[src/rtl/op_status_pkg.sv]
package op_status_pkg;
    typedef enum logic [2:0] {
        ST_READY = 3'd0,
        ST_PROG  = 3'd1,
        ST_ERASE = 3'd2,
        ST_SUSP  = 3'd3,
        ST_FAIL  = 3'd4
    } rpt_state_t;

    localparam int BIT_POLL    = 7;
    localparam int BIT_TOGGLE  = 6;
    localparam int BIT_FAIL    = 5;
    localparam int BIT_WINDOW  = 3;
    localparam int BIT_ETOGGLE = 2;
    localparam int MIN_W       = 8;
endpackage

[src/rtl/opst_fsm.sv]
module opst_fsm
    import op_status_pkg::*;
(
    input  logic       clk,
    input  logic       rst_n,
    input  logic       op_busy,
    input  logic       op_is_erase,
    input  logic       op_suspended,
    input  logic       op_fail,
    output rpt_state_t state,
    output logic       fail_erase,
    output logic       rb_en_n
);
    rpt_state_t nxt;

    always_comb begin
        nxt = state;
        unique case (state)
            ST_READY: begin
                if (op_busy) nxt = op_is_erase ? ST_ERASE : ST_PROG;
            end
            ST_PROG: begin
                if (op_fail)           nxt = ST_FAIL;
                else if (!op_busy)     nxt = op_suspended ? ST_SUSP : ST_READY;
            end
            ST_ERASE: begin
                if (op_fail)           nxt = ST_FAIL;
                else if (op_suspended) nxt = ST_SUSP;
                else if (!op_busy)     nxt = ST_READY;
            end
            ST_SUSP: begin
                if (op_busy && !op_is_erase)                       nxt = ST_PROG;
                else if (!op_suspended && op_busy && op_is_erase)  nxt = ST_ERASE;
                else if (!op_suspended && !op_busy)                nxt = ST_READY;
            end
            ST_FAIL: nxt = ST_FAIL;
            default: nxt = ST_READY;
        endcase
    end

    // state register
    always_ff @(posedge clk or negedge rst_n) begin
        if (!rst_n) begin
            state      <= ST_READY;
            fail_erase <= 1'b0;
        end else begin
            state <= nxt;
            if (nxt == ST_FAIL && state != ST_FAIL)
                fail_erase <= (state == ST_ERASE);
        end
    end

    // outputs
    always_comb begin
        unique case (state)
            ST_PROG, ST_ERASE, ST_FAIL: rb_en_n = 1'b0;
            default:                    rb_en_n = 1'b1;
        endcase
    end

    a_r9_fail_sticky: assert property (@(posedge clk) disable iff (!rst_n)
        (state == ST_FAIL) |=> (state == ST_FAIL));
endmodule

[src/rtl/opst_word.sv]
module opst_word
    import op_status_pkg::*;
#(
    parameter int DATA_W = 16
) (
    input  logic              clk,
    input  logic              rst_n,
    input  rpt_state_t        state,
    input  logic              rd_strobe,
    input  logic              sel_erase,
    input  logic              tgt_bit,
    input  logic              window_closed,
    input  logic              fail_erase,
    output logic [DATA_W-1:0] status_word,
    output logic              use_status
);
    logic tog6, tog2;
    logic flip6, flip2;

    assign flip6 = rd_strobe && (state inside {ST_PROG, ST_ERASE, ST_FAIL});
    assign flip2 = rd_strobe && sel_erase && (state inside {ST_ERASE, ST_SUSP});

    always_ff @(posedge clk or negedge rst_n) begin
        if (!rst_n) begin
            tog6 <= 1'b0;
            tog2 <= 1'b0;
        end else begin
            if (flip6) tog6 <= ~tog6;
            if (flip2) tog2 <= ~tog2;
        end
    end

    always_comb begin
        status_word = '0;
        use_status  = 1'b0;
        status_word[BIT_TOGGLE]  = tog6;
        status_word[BIT_ETOGGLE] = tog2;
        unique case (state)
            ST_READY: use_status = 1'b0;
            ST_PROG: begin
                use_status = 1'b1;
                status_word[BIT_POLL] = ~tgt_bit;
            end
            ST_ERASE: begin
                use_status = 1'b1;
                status_word[BIT_WINDOW] = window_closed;
            end
            ST_SUSP: begin
                use_status = sel_erase;
                status_word[BIT_POLL]   = 1'b1;
                status_word[BIT_WINDOW] = window_closed;
            end
            ST_FAIL: begin
                use_status = 1'b1;
                status_word[BIT_POLL] = fail_erase ? 1'b0 : ~tgt_bit;
                status_word[BIT_FAIL] = 1'b1;
            end
            default: use_status = 1'b0;
        endcase
    end

    a_r8_susp_freeze: assert property (@(posedge clk) disable iff (!rst_n)
        (state == ST_SUSP) |=> $stable(tog6));
    a_r7_prog_hold: assert property (@(posedge clk) disable iff (!rst_n)
        (state == ST_PROG) |=> $stable(tog2));
endmodule

[src/rtl/op_status_reporter.sv]
module op_status_reporter
    import op_status_pkg::*;
#(
    parameter int DATA_W = 16
) (
    input  logic              clk,
    input  logic              rst_n,
    input  logic              op_busy,
    input  logic              op_is_erase,
    input  logic              op_suspended,
    input  logic              op_fail,
    input  logic              tgt_bit,
    input  logic              window_closed,
    input  logic              rd_strobe,
    input  logic              sel_erase,
    input  logic [DATA_W-1:0] arr_data,
    output logic [DATA_W-1:0] rd_data,
    output logic              rd_valid,
    output logic              rd_is_status,
    output logic              rb_en_n,
    output logic              rb_zero
);
    localparam int CHK_W = (DATA_W >= MIN_W) ? 1 : 0;

    rpt_state_t        state;
    logic              fail_erase;
    logic [DATA_W-1:0] status_word;
    logic              use_status;
    logic              chk_armed;

    opst_fsm u_fsm (
        .clk(clk), .rst_n(rst_n),
        .op_busy(op_busy), .op_is_erase(op_is_erase),
        .op_suspended(op_suspended), .op_fail(op_fail),
        .state(state), .fail_erase(fail_erase), .rb_en_n(rb_en_n)
    );

    opst_word #(.DATA_W(DATA_W)) u_word (
        .clk(clk), .rst_n(rst_n), .state(state),
        .rd_strobe(rd_strobe), .sel_erase(sel_erase),
        .tgt_bit(tgt_bit), .window_closed(window_closed),
        .fail_erase(fail_erase),
        .status_word(status_word), .use_status(use_status)
    );

    assign rb_zero = 1'b0;

    always_ff @(posedge clk or negedge rst_n) begin
        if (!rst_n) begin
            rd_data      <= '0;
            rd_valid     <= 1'b0;
            rd_is_status <= 1'b0;
            chk_armed    <= 1'b0;
        end else begin
            chk_armed <= 1'b1;
            rd_valid  <= rd_strobe;
            if (rd_strobe) begin
                rd_data      <= use_status ? status_word : arr_data;
                rd_is_status <= use_status;
            end else begin
                rd_is_status <= 1'b0;
            end
        end
    end

    initial a_r2_width_ok: assert (CHK_W == 1);

    a_r2_array_pass: assert property (@(posedge clk) disable iff (!rst_n)
        (rd_valid && !rd_is_status) |-> (rd_data == $past(arr_data)));
    a_r2_status_in_read: assert property (@(posedge clk) disable iff (!rst_n)
        rd_is_status |-> rd_valid);
    a_r3_busy_low: assert property (@(posedge clk) disable iff (!rst_n)
        (chk_armed && $past(op_busy) && !$past(op_suspended)) |-> !rb_en_n);
endmodule

[config.mk]
export PLATFORM = sky130hd
export DESIGN_NAME = op_status_reporter
export DESIGN_NICKNAME = d
export VERILOG_FILES = /design/src/rtl/op_status_pkg.sv /design/src/rtl/opst_fsm.sv /design/src/rtl/opst_word.sv /design/src/rtl/op_status_reporter.sv
export SDC_FILE = /design/constraint.sdc
export NUM_CORES = 1
export LEC_CHECK = 0
export ABC_CLOCK_PERIOD_IN_PS = 1600
export BUFFER_PORTS_ARGS = -buffer_cell sky130_fd_sc_hd__clkbuf_2
export CORE_UTILIZATION = 30
export CTS_BUF_LIST = sky130_fd_sc_hd__clkbuf_4
export CTS_CLUSTER_SIZE = 14
export DETAILED_ROUTE_END_ITERATION = 10
export SLEW_MARGIN = 10
export SYNTH_ARGS = -nofsm -noshare
export SYNTH_HDL_FRONTEND = slang
export SYNTH_SLANG_ARGS = --single-unit
export TNS_END_PERCENT = 100
[constraint.sdc]
create_clock -name clk -period 1.6 [get_ports clk]
set_input_delay 0.32 -clock clk [delete_from_list [all_inputs] [get_ports clk]]
set_output_delay 0.32 -clock clk [all_outputs]
set_load 0.05 [all_outputs]
==> metrics.txt <==
status finished, violations left; failing checks setup timing; global-route wire length before repair 4836 um; nets 206; core box area 4058 sq um; die width 67.54 um; Pleak 0.0008093 uW; largest net degree at the start of global routing 25; # DRC 0; Pint 2022 uW; maximum vdd drop 1.381 mV; Final Wtd Congestion 0.7442; final hold violation count 0; commonest non-fill, non-tap cells in the layout clkbuf_2, dfrtp_1, nand2_1; pwr/cell area 2318 nW/um^2; Mapped Area 1289 sq um; number of library cell types mapped by synthesis 36; placed cell area 1589 sq um; share of layout cells above drive strength 1 0.4358; Placement Setup Slack 0.08494 ns; IO buf count 44; Iteration-0 DRC Markers 53; Yosys top cell by area dfrtp_1; CTS tree done; Antenna diodes 0; Layout Skew 0.006509 ns; Crit Path Max Fanout 4; fin crit share 1.069; Final WS setup -0.1105 ns; Sw Pwr 1951 uW; commonest non-fill, non-tap cell in the layout clkbuf_2; Mapped Cells 125; number of global-route vias before repair 1,067; Max Buffers Root-to-Sink 2; Antenna Nets Post-Route 0; CP Capture Type primary output; Die H 67.54 um; crit start category flip-flop; Total Wirelength 2923 um; Seq/Total Area, Yosys 0.4660; WP data required 1.28 ns; Flop pwr share 0.270; non-filler cells in the finished layout 229; drt via density 4.777; H-tree Lvls 1; Slew HR 0.5983; CP Class flip-flop to primary output; clock tree sinks 24; DIE AREA 4562 sq um; Final Cell Area 1714 sq um; final setup fails 1; HPWL Detailed 2243 um; Tmin final 1.710 ns; area of the multi-input gates 630.6 sq um; Filler cells 418; Reg2Reg Setup Slack 0.07 ns; CTS root buf clkbuf_4; initial antenna violation count 0; worst hold path class primary input to flip-flop; Area Growth Syn to Fin 33.01%; post-DR wirelength/cell 12.76 um; Synth top area share 0.4660; Congestion Overflow GR 0; Starting Density 0.3176; clk slew on worst S/H paths 0.14 ns; Max-Cap Viols 0; average size of a mapped cell 10.31 sq um; CTS buffer count 3; Slew Limit Fails 0; clk_lat worst skew 0.32 ns; Synth area leaders dfrtp_1, o2bb2ai_2, nand2_1; CP arrival 1.39 ns; Std-Cell Rows 23; Yosys reg bits 24; Total Routing Usage GR 0.1403; Logic pwr share 0.617; FF+latch area 603.1 sq um; fmax 584.6 MHz; Synth Net Count 151; IO Count 46; Clk pwr share 0.114; Placed Cells 219; Sw Ratio 0.4911; YS warnings 0; RSZ-0062 raised after global routing true; Slew @ Worst Pin 0.6025 ns; DR vias 1,094; DRT Pass-1 Iters 4
logic make-up after synthesis:
kind of cell,synth area share
mux,0.01553
flops,0.4660
compound gates,0.2689
xor+xnor,0.02039
other cells,0.002910
buf+inv,0.05825
simple gates,0.1680
flip-flops by register name, indices dropped and copies added (netlist names):
signal,flops
u_fsm.fail_erase,1
u_fsm.state,3
u_word.tog6,1
rd_valid,1
rd_data,16
u_word.tog2,1
rd_is_status,1
per-layer routing:
layer,track usage,vias up,part of all wire
li1,-,543,-
met5,0,-,0
met4,0.01596,0,0.0027
met2,0.2401,38,0.47
met1,0.1781,511,0.47
met3,0.04054,2,0.061
path summary, 6_finish.rpt:
| kind | cells after the start | start | to |
|---|---|---|---|
| min in group asynchronous | 2 | rst_n | rd_data[5]$_DFFE_PN0P_ |
| hold / removal | 3 | arr_data[0] | rd_data[0]$_DFFE_PN0P_ |
| hold reg to reg | 1 | u_word.tog2$_DFFE_PN0P_ | u_word.tog2$_DFFE_PN0P_ |
| max in group asynchronous | 2 | rst_n | u_fsm.state[2]$_DFF_PN0_ |
| setup / recovery | 3 | u_fsm.state[0]$_DFF_PN0_ | rb_en_n |
| setup reg to reg | 6 | u_fsm.state[0]$_DFF_PN0_ | rd_data[9]$_DFFE_PN0P_ |
repair_timing:
item                                   4_1_cts  5_1_grt
resized for setup                            4        1
pin swaps                                    1        1
endpoints found under the hold margin       24        0
hold buffers                                 1        0
setup endpoints to repair                    1       12
buffers inserted                             4        1
critical path, stage by stage, from the launching register on:
cell and delay (ns):
dfrtp_2 0.46, or2b_1 0.28, a2bb2oi_4 0.17, buf_8 0.16
power groups by stage:
stage	logic (uW)	clock network [uW]	registers (uW)
detailed placement	2200	0	1100
global route	2620	491	1100
finish	2450	452	1070
global placement	2170	0	1090
CTS	2350	468	1070
floorplan	1170	0	1720
final cells by class:
cell class / count / area share
clock buffers: 3 / 0.01314
multi-input cells: 89 / 0.3679
well taps: 50 / 0.03650
flip-flops and latches: 24 / 0.3518
clock inverters: 1 / 0.01752
repair buffers: 58 / 0.2044
inverters: 4 / 0.008759
metrics by stage:
stage / util / power, uW / hold slack (ns) / setup TNS [ns]
global placement: 0.3916 / 3267 / 0.3514 / 0
finish: 0.4224 / 3974 / 0.1911 / -0.1105
global route: 0.4224 / 4212 / 0.1752 / -0.1545
floorplan: - / 2890 / 0.02441 / 0
CTS: 0.4172 / 3890 / 0.1764 / -0.1326
detailed placement: 0.3916 / 3302 / 0.3622 / 0
Yosys cell counts (all sizes together):
| master | count |
|---|---|
| a21oi | 3 |
| a22o | 1 |
| a2bb2oi | 2 |
| a31oi | 3 |
| buf | 5 |
| clkbuf | 3 |
| conb | 1 |
| dfrtp | 24 |
| inv | 4 |
| mux2i | 2 |
| nand2 | 21 |
| nand2b | 1 |
| nand3 | 2 |
| nand3b | 2 |
| nor2 | 13 |
| nor2b | 3 |
| nor3 | 1 |
| o21a | 2 |
| o21ai | 11 |
| o21bai | 1 |
| o22ai | 2 |
| o2bb2ai | 11 |
| o31a | 1 |
| o32ai | 1 |
| or2b | 1 |
| or3 | 1 |
| xnor2 | 2 |
| xor2 | 1 |
Power figures use the tool's default switching activity.
